$ cat src/rtl/mbx_pkg.sv
package mbx_pkg;
    localparam int NCPU     = 2;
    localparam int SEL_W    = 2;
    localparam int FLAG_BIT = 7;

    typedef enum logic [SEL_W-1:0] {
        REG_STAT = 2'd0,
        REG_CTRL = 2'd1,
        REG_CAPT = 2'd2,
        REG_CNT  = 2'd3
    } reg_sel_e;
endpackage

$ cat src/rtl/mbx_window_decode.sv
module mbx_window_decode
    import mbx_pkg::*;
#(
    parameter int ADDR_W = 25,
    parameter int W      = 16
) (
    input  logic              clk,
    input  logic              rst_n,
    input  logic              sys_we,
    input  logic              sys_wide,
    input  logic              sys_rd,
    input  logic [ADDR_W-1:0] sys_addr,
    output logic [NCPU-1:0]   ring,
    output logic [W-1:0]      sys_rdata
);
    localparam int WIN_BIT  = ADDR_W - 1;
    localparam int PICK_BIT = ADDR_W - 2;

    typedef struct packed {
        logic [W-1:0] rdata;
    } dec_st_t;

    dec_st_t dec_d, dec_q;
    logic    in_win;
    logic    hit;
    logic    unused_addr_low;

    assign in_win          = sys_addr[WIN_BIT];
    assign unused_addr_low = ^sys_addr[PICK_BIT-1:0];

    always_comb begin
        dec_d = dec_q;
        hit   = sys_we && sys_wide && in_win;
        // upper window rings processor 0, lower window rings processor 1
        ring[0] = hit && sys_addr[PICK_BIT];
        ring[1] = hit && !sys_addr[PICK_BIT];
        dec_d.rdata = '0;
        if (sys_rd && in_win) begin
            dec_d.rdata = '1;
        end
    end

    always_ff @(posedge clk) begin
        if (!rst_n) begin
            dec_q <= '0;
        end else begin
            dec_q <= dec_d;
        end
    end

    assign sys_rdata = dec_q.rdata;
endmodule

$ cat src/rtl/mbx_free_counter.sv
module mbx_free_counter #(
    parameter int W = 16
) (
    input  logic         clk,
    input  logic         rst_n,
    output logic [W-1:0] count
);
    typedef struct packed {
        logic [W-1:0] cnt;
    } cnt_st_t;

    cnt_st_t cnt_d, cnt_q;

    always_comb begin
        cnt_d     = cnt_q;
        cnt_d.cnt = cnt_q.cnt + 1'b1;
    end

    always_ff @(posedge clk) begin
        if (!rst_n) begin
            cnt_q <= '0;
        end else begin
            cnt_q <= cnt_d;
        end
    end

    assign count = cnt_q.cnt;
endmodule

$ cat src/rtl/mbx_capture_unit.sv
module mbx_capture_unit
    import mbx_pkg::*;
#(
    parameter int W = 16
) (
    input  logic             clk,
    input  logic             rst_n,
    input  logic             ring,
    input  logic [W-1:0]     count,
    input  logic             reg_we,
    input  logic [SEL_W-1:0] reg_sel,
    input  logic [W-1:0]     reg_wdata,
    output logic [W-1:0]     reg_rdata,
    output logic             irq,
    output logic             flag,
    output logic             ien,
    output logic [W-1:0]     capt
);
    typedef struct packed {
        logic         flag;
        logic         ien;
        logic [W-1:0] capt;
    } cap_st_t;

    cap_st_t cap_d, cap_q;
    logic    wr_stat;
    logic    wr_ctrl;
    logic    unused_wdata;

    assign unused_wdata = ^{reg_wdata[W-1:FLAG_BIT+1], reg_wdata[FLAG_BIT-1:0]};

    always_comb begin
        cap_d   = cap_q;
        wr_stat = reg_we && (reg_sel == REG_STAT);
        wr_ctrl = reg_we && (reg_sel == REG_CTRL);
        if (wr_stat && !reg_wdata[FLAG_BIT]) begin
            cap_d.flag = 1'b0;
        end
        if (wr_ctrl) begin
            cap_d.ien = reg_wdata[FLAG_BIT];
        end
        // a doorbell is applied last so it wins over a clear
        if (ring) begin
            cap_d.flag = 1'b1;
            cap_d.capt = count;
        end
    end

    always_ff @(posedge clk) begin
        if (!rst_n) begin
            cap_q <= '0;
        end else begin
            cap_q <= cap_d;
        end
    end

    always_comb begin
        reg_rdata = '0;
        case (reg_sel)
            REG_STAT: reg_rdata[FLAG_BIT] = cap_q.flag;
            REG_CTRL: reg_rdata[FLAG_BIT] = cap_q.ien;
            REG_CAPT: reg_rdata           = cap_q.capt;
            default:  reg_rdata           = count;
        endcase
    end

    assign irq  = cap_q.flag && cap_q.ien;
    assign flag = cap_q.flag;
    assign ien  = cap_q.ien;
    assign capt = cap_q.capt;
endmodule

$ cat src/rtl/mbx_doorbell.sv
module mbx_doorbell
    import mbx_pkg::*;
#(
    parameter int ADDR_W = 25,
    parameter int W      = 16
) (
    input  logic                  clk,
    input  logic                  rst_n,
    input  logic                  sys_we,
    input  logic                  sys_wide,
    input  logic                  sys_rd,
    input  logic [ADDR_W-1:0]     sys_addr,
    output logic [W-1:0]          sys_rdata,
    input  logic [NCPU-1:0]       loc_we,
    input  logic [NCPU*SEL_W-1:0] loc_sel,
    input  logic [NCPU*W-1:0]     loc_wdata,
    output logic [NCPU*W-1:0]     loc_rdata,
    output logic [NCPU-1:0]       irq
);
    logic [NCPU-1:0]   ring;
    logic [NCPU-1:0]   flag_v;
    logic [NCPU-1:0]   ien_v;
    logic [NCPU*W-1:0] capt_v;
    logic [W-1:0]      cnt_v;

    mbx_window_decode #(.ADDR_W(ADDR_W), .W(W)) u_dec (
        .clk       (clk),
        .rst_n     (rst_n),
        .sys_we    (sys_we),
        .sys_wide  (sys_wide),
        .sys_rd    (sys_rd),
        .sys_addr  (sys_addr),
        .ring      (ring),
        .sys_rdata (sys_rdata)
    );

    mbx_free_counter #(.W(W)) u_cnt (
        .clk   (clk),
        .rst_n (rst_n),
        .count (cnt_v)
    );

    for (genvar gi = 0; gi < NCPU; gi++) begin : g_cpu
        mbx_capture_unit #(.W(W)) u_cap (
            .clk       (clk),
            .rst_n     (rst_n),
            .ring      (ring[gi]),
            .count     (cnt_v),
            .reg_we    (loc_we[gi]),
            .reg_sel   (loc_sel[gi*SEL_W +: SEL_W]),
            .reg_wdata (loc_wdata[gi*W +: W]),
            .reg_rdata (loc_rdata[gi*W +: W]),
            .irq       (irq[gi]),
            .flag      (flag_v[gi]),
            .ien       (ien_v[gi]),
            .capt      (capt_v[gi*W +: W])
        );
    end
endmodule

$ cat config.mk
export PLATFORM = sky130hd
export DESIGN_NAME = mbx_doorbell
export DESIGN_NICKNAME = d
export VERILOG_FILES = /design/src/rtl/mbx_pkg.sv /design/src/rtl/mbx_window_decode.sv /design/src/rtl/mbx_free_counter.sv /design/src/rtl/mbx_capture_unit.sv /design/src/rtl/mbx_doorbell.sv
export SDC_FILE = /design/constraint.sdc
export NUM_CORES = 1
export LEC_CHECK = 0
export BUFFER_PORTS_ARGS = -buffer_cell sky130_fd_sc_hd__buf_2
export CAP_MARGIN = 10
export CELL_PAD_IN_SITES_DETAIL_PLACEMENT = 1
export CELL_PAD_IN_SITES_GLOBAL_PLACEMENT = 1
export CORE_UTILIZATION = 36
export DETAILED_ROUTE_END_ITERATION = 7
export PLACE_DENSITY = 0.87
export SLEW_MARGIN = 0
export SYNTH_ARGS = -nofsm -noshare
export SYNTH_HDL_FRONTEND = slang
export SYNTH_SLANG_ARGS = --single-unit
$ cat constraint.sdc
create_clock -name clk -period 3.95 [get_ports clk]
set_input_delay 0.9875 -clock clk [delete_from_list [all_inputs] [get_ports clk]]
set_output_delay 0.9875 -clock clk [all_outputs]
set_load 0.02 [all_outputs]
==> results.sh, run 1 <==
export IMPL_synthArstFlopShare=0
export IMPL_routedWlPerCell_um=15.2
export IMPL_min_period_ns=3.12
export IMPL_clock_sinks=53
export IMPL_critical_path_class="in -> out"
export IMPL_drc=0
export IMPL_num_antenna_cells=0
export IMPL_place_gp_congestion=0.738
export IMPL_hold_path_class="reg -> reg"
export IMPL_rows=31
export IMPL_pin_count=118
export IMPL_avgSynthCellArea_um2=8.23
export IMPL_yosysWarningCount=0
export IMPL_synth_top_cells_by_count="nand2_1 (71), dfxtp_1 (53), a21oi_1 (40)"
export IMPL_drive_gt1_frac=0.215
export IMPL_drt_wl_total_mm=7.01
export IMPL_holdWs_ns=0.461
export IMPL_grtUsageMet1=0.236
export IMPL_post_cts_buffers=0
export IMPL_synth_edf_count=0
export IMPL_yosysTopAreaCell="dfxtp_1"
export IMPL_core_um2=7370
export IMPL_max_stage_delay_ns=0.56
export IMPL_grt_use_met3=0.0398
export IMPL_final_hold_violation_count=0
export IMPL_yosysSeqAreaShare=0.382
export IMPL_holdBufCountCts=0
export IMPL_synth_fp_nets=406
export IMPL_grt_pass1_wl_mm=11.6
export IMPL_yosysMostFrequentCell="nand2_1"
export IMPL_arrival_ns=2.14
export IMPL_setup_ws_ns=0.827
export IMPL_worst_pin_slew_ns=0.842
export IMPL_initial_core_util=0.376
export IMPL_die_w_um=89.8
export IMPL_run_status="finished, final reports clean"
export IMPL_cp_end_kind="output pin"
export IMPL_synth_main_ff_cell="dfxtp_1"
export IMPL_crit_slowest_cell="mux4_2"
export IMPL_grt_max_degree=47
export IMPL_path_common_cell="buf_2"
export IMPL_dr_pass1_iters=4
export IMPL_cts_buffers=5
export IMPL_netlist_area_um2=2770
export IMPL_clk_latency_ns=0.30
export IMPL_grt_overflow=0
export IMPL_clock_fmax_ghz=0.320
export IMPL_yosys_area_top_type_share=0.382
export IMPL_cts_root_buf="clkbuf_8"
export IMPL_antenna_found_initial=0
export IMPL_cts_resized=0
export IMPL_cts_buffer_depth=2
export IMPL_vias_per_cell=5.19
export IMPL_syn_inst=337
export IMPL_skew_ns=0.00549
export IMPL_cap_violations=0
export IMPL_p_per_area_nw_per_um2=322
export IMPL_io_buffers=64
export IMPL_ir_worst_vdd_mv=0.182
export IMPL_max_slew_margin=0.437
export IMPL_final_max_slew_viol_count=0
export IMPL_clk_pin_slew_ns=0.09
export IMPL_crit_buf_inv=2
export IMPL_drtIter0Drc=167
export IMPL_pre_cts_slack_ns=0.823
export IMPL_cp_data_required_time_ns=2.96
export IMPL_grt_met2_usage=0.286
export IMPL_vias=2399
export IMPL_ys_ff_latch=53
export IMPL_fin_crit_sh=0.791
export IMPL_busiest_layer="met2"
export IMPL_antenna_left=0
export IMPL_cp_top_family="buffers and inverters"
export IMPL_final_setup_viol_count=0
export IMPL_synthToLayoutAreaGrowth_pct=10.8
export IMPL_synth_top_cells_by_area="dfxtp_1 (38%), mux2i_1 (13%), nand2_1 (9.6%)"
export IMPL_h_tree_depth=2
export IMPL_final_nets=432
export IMPL_finalSetupTns_ns=0
export IMPL_grtUsageTotal=0.175
export IMPL_p_leak_nw=1.25
export IMPL_rsz0062_at_grt="false"
export IMPL_dp_hpwl_mm=4.87
export IMPL_path_max_fanout=18
export IMPL_dieArea_um2=8060
export IMPL_path_cells="buf_2 > mux4_2 > buf_2"
export IMPL_die_h_um=89.8
export IMPL_startpoint_type="primary input"
export IMPL_grt_pass1_vias=2349
export IMPL_ys_types=36
export IMPL_cts_tree="done"
## sequential cells by signal, indices dropped and copies added, names as in the netlist
register	cells
g_cpu.u_cap.capt	32
g_cpu.u_cap.flag	2
g_cpu.u_cap.ien	2
u_cnt.count	16
u_dec.sys_rdata	1
## power breakdown
| group | switching, mW | leakage, nW | internal [mW] |
|---|---|---|---|
| sequential | 0.00953 | 0.428 | 0.539 |
| combinational | 0.0531 | 0.764 | 0.0305 |
| clock | 0.175 | 0.0540 | 0.185 |
## layout make-up
cell class | count | area [um2]
tap | 99 | 124
fill | 924 | 4300
clock buffer | 5 | 68.8
multi-input combinational | 236 | 1450
inverter | 3 | 11.3
sequential | 53 | 1060
timing repair buffer | 64 | 320
clock inverter | 2 | 35.0
## layout by cell type, fill, tap and decap left out, types with 2 or more instances in the layout
cell,n
inv_1,2
o31ai_1,3
nand3b_1,2
nor2b_1,30
nand4_1,6
or3_2,2
nand2_1,71
a21oi_1,40
o21ai_0,3
o41ai_1,2
nor2_1,6
mux2i_1,36
clkbuf_8,5
dfxtp_1,53
or4_1,4
nand2b_1,4
and2_1,3
xor2_1,2
buf_2,64
nand3_1,5
mux4_2,2
nor4_1,4
## per-stage QoR
stage               cells   util  total power, mW  area, um2
detailed placement    455  0.403            0.645       2970
global route          462  0.417             1.03       3070
finish                462  0.417            0.991       3070
CTS                   462  0.417             1.00       3070
global placement      455  0.403            0.642       2970
floorplan             337      -            0.626       2770
## path summary, 6_finish.rpt
check	startpoint	end	slack (ns)	depth (start not counted)
max	loc_sel[0]	loc_rdata[7]	0.83	3
min	g_cpu[0].u_cap.capt[0]$_SDFFE_PN0P_	g_cpu[0].u_cap.capt[0]$_SDFFE_PN0P_	0.46	2
max reg2reg	u_cnt.count[0]$_SDFF_PN0_	u_cnt.count[12]$_SDFF_PN0_	2.17	4
min reg2reg	g_cpu[0].u_cap.capt[0]$_SDFFE_PN0P_	g_cpu[0].u_cap.capt[0]$_SDFFE_PN0P_	0.46	2
## cell families (layout without fill, tap and decap cells)
logic type               after synthesis  after routing  share of synthesized area
AO/OA/AOI/OAI                         49             49                     0.0956
XOR/XNOR                               3              3                    0.00947
adder cells (fa/ha/maj)                1              1                    0.00451
buffers and inverters                 48             74                     0.0934
flip-flops                            53             53                      0.382
multiplexers                          38             38                      0.146
AND/OR/NAND/NOR                      145            145                      0.268
## worst register-to-register path, cell delays in order (launching register included)
cell and delay [ns]:
dfxtp_1 0.54, ha_1 0.29, nand2_1 0.18, nor4_1 0.47
mux2i_1 0.23
## routing by layer
metal  vias to the layer above  wire (um)
li1                       1173          -
met1                      1159       3360
met2                        63       3310
met3                         4        308
met4                         0         34
met5                         -          0
No activity file was read; power rests on OpenSTA's default activity.
==> inputs of run 2 (changes only) <==
Settings changed: CORE_UTILIZATION 36 to 34, PLACE_DENSITY 0.87 to 0.83.
Clock period 3.95 ns to 3 ns, I/O delays scaled along.
==> run 2 against run 1 <==
- combinational power is 32% higher
- clock skew up 0.0032 ns
- critical path depth is 2 higher
- clock-buffer cell count unchanged
- largest power group unchanged
- routed wire length is 0.84% lower
- total power is 25% higher
- die area up 5.7%
- sequential power rose by 32%
- largest cell class unchanged
- global-route usage decreased by 0.63 points
- register-to-register slack worse by 1.0 ns
- via count is 1.1% lower
==> results.sh, run 2 (synthesized netlist as in run 1, its figures left out) <==
export IMPL_dieArea_um2=8520
export IMPL_hold_path_class="reg -> reg"
export IMPL_vias_per_cell=5.07
export IMPL_arrival_ns=1.75
export IMPL_cp_top_family="buffers and inverters"
export IMPL_min_period_ns=2.50
export IMPL_switching_share=0.265
export IMPL_synthToLayoutAreaGrowth_pct=10.9
export IMPL_num_antenna_cells=0
export IMPL_max_stage_delay_ns=0.26
export IMPL_dr_pass1_iters=4
export IMPL_io_buffers=64
export IMPL_cap_violations=0
export IMPL_clock_sinks=53
export IMPL_cts_tree="done"
export IMPL_final_util=0.394
export IMPL_place_gp_congestion=0.743
export IMPL_post_cts_buffers=0
export IMPL_grt_max_degree=47
export IMPL_setup_ws_ns=0.496
export IMPL_max_slew_margin=0.459
export IMPL_clk_latency_ns=0.31
export IMPL_final_nets=434
export IMPL_power_switching_mw=0.329
export IMPL_routedWlPerCell_um=14.9
export IMPL_rsz0062_at_grt="false"
export IMPL_crit_slowest_cell="buf_4"
export IMPL_fin_crit_sh=0.835
export IMPL_cp_depth=5
export IMPL_hold_depth=2
export IMPL_die_w_um=92.3
export IMPL_intPower_mw=0.913
export IMPL_pin_count=118
export IMPL_startpoint_type="primary input"
export IMPL_clock_fmax_ghz=0.399
export IMPL_core_um2=7810
export IMPL_grt_pass1_vias=2325
export IMPL_critical_path_class="in -> out"
export IMPL_skew_ns=0.00867
export IMPL_antenna_found_initial=0
export IMPL_comb_power_share=0.089
export IMPL_clk_pin_slew_ns=0.09
export IMPL_grtUsageTotal=0.168
export IMPL_finalSetupTns_ns=0
export IMPL_p_seq_frac=0.582
export IMPL_pre_cts_slack_ns=0.476
export IMPL_r2r_cells=4
export IMPL_final_common_cell="nand2_1"
export IMPL_p_leak_nw=1.25
export IMPL_final_hold_violation_count=0
export IMPL_ir_worst_vdd_mv=0.155
export IMPL_dp_hpwl_mm=4.96
export IMPL_drc=0
export IMPL_run_status="finished, final reports clean"
export IMPL_fillers=977
export IMPL_cp_end_kind="output pin"
export IMPL_cts_buffers=5
export IMPL_grt_pass1_wl_mm=11.4
export IMPL_cts_resized=0
export IMPL_final_max_slew_viol_count=0
export IMPL_drtIter0Drc=100
export IMPL_initial_core_util=0.355
export IMPL_final_setup_viol_count=0
export IMPL_largest_reg_flops=32
export IMPL_drive_gt1_frac=0.221
export IMPL_finalPower_mw=1.24
export IMPL_path_max_fanout=10
export IMPL_worst_pin_slew_ns=0.810
export IMPL_rows=32
export IMPL_holdBufCountCts=0
export IMPL_path_common_cell="buf_2"
export IMPL_drt_wl_total_mm=6.95
export IMPL_cp_data_required_time_ns=2.25
export IMPL_crit_buf_inv=3
export IMPL_grt_overflow=0
export IMPL_antenna_left=0
export IMPL_die_h_um=92.3
export IMPL_h_tree_depth=2
export IMPL_holdWs_ns=0.460
export IMPL_p_per_area_nw_per_um2=404
export IMPL_final_cell_mix="nand2_1 (71), buf_2 (64), dfxtp_1 (53), a21oi_1 (40), mux2i_1 (36)"
export IMPL_cts_buffer_depth=2
export IMPL_path_cells="buf_2 > buf_4 > mux2i_1 > nor2b_1 > buf_2"
export IMPL_clkPwrFrac=0.329
export IMPL_cts_root_buf="clkbuf_8"
export IMPL_vias=2372
[run 2: cell types whose count changed in the layout (fill, tap and decap cells not counted), sizes merged]
cell	before	now
buf	64	66
bufinv	1	0
clkinv	1	2
clkinvlp	0	1
[run 2: final cells by class]
cell class | instances | area [um2] | area share
timing repair buffer | 66 | 335 | 0.109
sequential | 53 | 1060 | 0.345
tap | 102 | 128 | 0.0415
inverter | 3 | 11.3 | 0.00366
clock buffer | 5 | 68.8 | 0.0224
multi-input combinational | 236 | 1450 | 0.473
clock inverter | 3 | 17.5 | 0.00570
[run 2: worst min-delay path, cell delays in order (launching register included)]
cell,delay [ns]
dfxtp_1,0.32
nand2_1,0.05
a21oi_1,0.05
[run 2: routing by layer]
layer  part of all wire  GRT usage  vias up  wire length, um
met3              0.027     0.0279        6              186
met5                  0          0        -                0
met4              0.012     0.0469        0               82
met1               0.47      0.214     1148             3290
li1                   -          -     1174                -
met2               0.49      0.292       44             3390
[run 2: path summary, 6_finish.rpt]
check	start	end	slack, ns
max	loc_sel[0]	loc_rdata[1]	0.50
max reg2reg	u_cnt.count[1]$_SDFF_PN0_	u_cnt.count[14]$_SDFF_PN0_	1.17
min	g_cpu[1].u_cap.capt[8]$_SDFFE_PN0P_	g_cpu[1].u_cap.capt[8]$_SDFFE_PN0P_	0.46
min reg2reg	g_cpu[1].u_cap.capt[8]$_SDFFE_PN0P_	g_cpu[1].u_cap.capt[8]$_SDFFE_PN0P_	0.46
[run 2: power by group through the flow]
stage                     Sequential [mW]  Clock [mW]  Combinational [mW]
after floorplan                     0.732           0              0.0919
after global placement              0.738           0               0.108
after detailed placement            0.739           0               0.111
after CTS                           0.723       0.415               0.111
after global routing                0.725       0.443               0.120
final                               0.723       0.408               0.110
[run 2: stage by stage]
step / area [um2] / instances
2_1_floorplan: 2770 / 337
3_3_place_gp: 2990 / 460
3_5_place_dp: 2990 / 460
4_1_cts: 3080 / 468
5_1_grt: 3080 / 468
6_report: 3080 / 468
==> inputs of run 3 (changes only) <==
Settings changed: CORE_UTILIZATION 34 to 30, PLACE_DENSITY 0.83 to 0.78.
Clock period 3 ns to 2.3 ns, I/O delays scaled along.
==> run 3 against run 2 <==
- critical endpoint is now loc_rdata[23]
- the run now ends with DRC left
- critical path depth shrank 2
- worst setup slack lost 0.32 ns
- largest power group unchanged
- sequential power grew 30%
==> results.sh, run 3 (synthesized netlist as in run 1, its figures left out) <==
export IMPL_run_status="complete, but fails checks"
export IMPL_violations="DRC"
export IMPL_io_buffers=64
export IMPL_timing_rr_start="u_cnt.count[0]$_SDFF_PN0_"
export IMPL_clk_latency_ns=0.32
export IMPL_final_max_slew_viol_count=0
export IMPL_clock_sinks=53
export IMPL_path_max_fanout=18
export IMPL_final_common_cell="nand2_1"
export IMPL_clk_pin_slew_ns=0.10
export IMPL_clock_fmax_ghz=0.472
export IMPL_grtUsageMet1=0.193
export IMPL_antenna_left=0
export IMPL_cp_end_kind="output pin"
export IMPL_dr_pass1_iters=8
export IMPL_h_tree_depth=2
export IMPL_critical_path_class="in -> out"
export IMPL_startpoint_type="primary input"
export IMPL_rsz0062_at_grt="false"
export IMPL_final_setup_viol_count=0
export IMPL_finalSetupTns_ns=0
export IMPL_drc=1
export IMPL_synthToLayoutAreaGrowth_pct=14.5
export IMPL_grt_use_met3=0.0279
export IMPL_initial_core_util=0.313
export IMPL_drt_wl_total_mm=7.24
export IMPL_final_cell_mix="nand2_1 (71), buf_2 (64), dfxtp_1 (53), a21oi_1 (40), mux2i_1 (36)"
export IMPL_clkPwrFrac=0.387
export IMPL_skew_ns=0.0136
export IMPL_cp_data_required_time_ns=1.73
export IMPL_hold_start="g_cpu[0].u_cap.capt[7]$_SDFFE_PN0P_"
export IMPL_final_hold_violation_count=0
export IMPL_cts_resized=0
export IMPL_placed_cells=470
export IMPL_holdBufCountCts=0
export IMPL_grt_overflow=0
export IMPL_final_nets=438
export IMPL_crit_start="loc_sel[2]"
export IMPL_place_gp_congestion=0.775
export IMPL_power_switching_mw=0.446
export IMPL_cap_violations=0
export IMPL_ir_worst_vdd_mv=0.260
export IMPL_drive_gt1_frac=0.230
export IMPL_pin_count=118
export IMPL_hold_path_class="reg -> reg"
export IMPL_p_per_area_nw_per_um2=566
export IMPL_antenna_found_initial=0
export IMPL_intPower_mw=1.35
export IMPL_fin_area_um2=3180
export IMPL_dieArea_um2=9640
export IMPL_cts_buffers=5
export IMPL_grt_pass1_vias=2502
export IMPL_dp_hpwl_mm=5.27
export IMPL_placedInstanceArea_um2=3050
export IMPL_worst_pin_slew_ns=0.658
export IMPL_cts_root_buf="clkbuf_8"
export IMPL_final_util=0.359
export IMPL_cts_buffer_depth=2
export IMPL_grtUsageTotal=0.158
export IMPL_p_leak_nw=1.29
export IMPL_largest_reg_flops=32
export IMPL_fin_crit_sh=0.922
export IMPL_vias=2415
export IMPL_cts_tree="done"
export IMPL_routedWlPerCell_um=15.2
export IMPL_die_w_um=98.2
export IMPL_final_cells=478
export IMPL_switching_share=0.248
export IMPL_max_slew_margin=0.561
export IMPL_die_h_um=98.2
export IMPL_drtIter0Drc=91
export IMPL_num_antenna_cells=0
export IMPL_arrival_ns=1.54
export IMPL_busiest_layer="met2"
export IMPL_grt_pass1_wl_mm=12.3
export IMPL_post_cts_buffers=0
export IMPL_vias_per_cell=5.05
export IMPL_grt_met2_usage=0.287
export IMPL_rows=34
export IMPL_min_period_ns=2.12
export IMPL_core_um2=8850
export IMPL_p_seq_frac=0.524
export IMPL_comb_power_share=0.089
export IMPL_grt_max_degree=26
run 3: cell count changes in the layout (fill, tap and decap cells not counted), sizes merged:
cell and delta:
inv +1, clkinv -2, buf +4, bufinv +1
clkinvlp -1, clkbuf +1
run 3: area by class of cell:
| class | count | area, um2 |
|---|---|---|
| repair buffers | 70 | 390 |
| flip-flops and latches | 53 | 1060 |
| fillers | 1109 | 5670 |
| inverters | 3 | 11.3 |
| multi-input cells | 236 | 1450 |
| clock inverters | 2 | 41.3 |
| well taps | 108 | 135 |
| clock buffers | 6 | 82.6 |
run 3: worst paths after layout:
path,endpoint,slack (ns),cells after the start
worst min register to register,g_cpu[0].u_cap.capt[7]$_SDFFE_PN0P_,0.46,2
worst max register to register,u_cnt.count[8]$_SDFF_PN0_,0.51,4
worst min-delay path,g_cpu[0].u_cap.capt[7]$_SDFFE_PN0P_,0.46,2
worst max-delay path,loc_rdata[23],0.18,3
run 3: metrics by stage:
step / worst slack, ns / hold WS, ns / power [mW]
after global placement: 0.179 / 0.441 / 1.12
after global routing: 0.115 / 0.483 / 1.86
after floorplan: 0.229 / 0.433 / 1.08
after detailed placement: 0.175 / 0.446 / 1.12
after CTS: 0.179 / 0.462 / 1.82
final: 0.180 / 0.458 / 1.80
run 3: critical path, cell delays in order:
cell    delay (ns)
buf_2         0.42
mux4_2        0.37
buf_2         0.17
run 3: layer usage:
layer / vias up / wire length (um)
met5: - / 0
li1: 1180 / -
met4: 0 / 80
met1: 1183 / 3260
met3: 6 / 274
met2: 46 / 3620
run 3: power by group through the flow:
| stage | logic [mW] | clock network [mW] | registers, mW |
|---|---|---|---|
| floorplan | 0.120 | 0 | 0.955 |
| global route | 0.174 | 0.742 | 0.944 |
| finish | 0.160 | 0.696 | 0.942 |
| global placement | 0.157 | 0 | 0.961 |
| detailed placement | 0.161 | 0 | 0.963 |
| CTS | 0.162 | 0.714 | 0.942 |
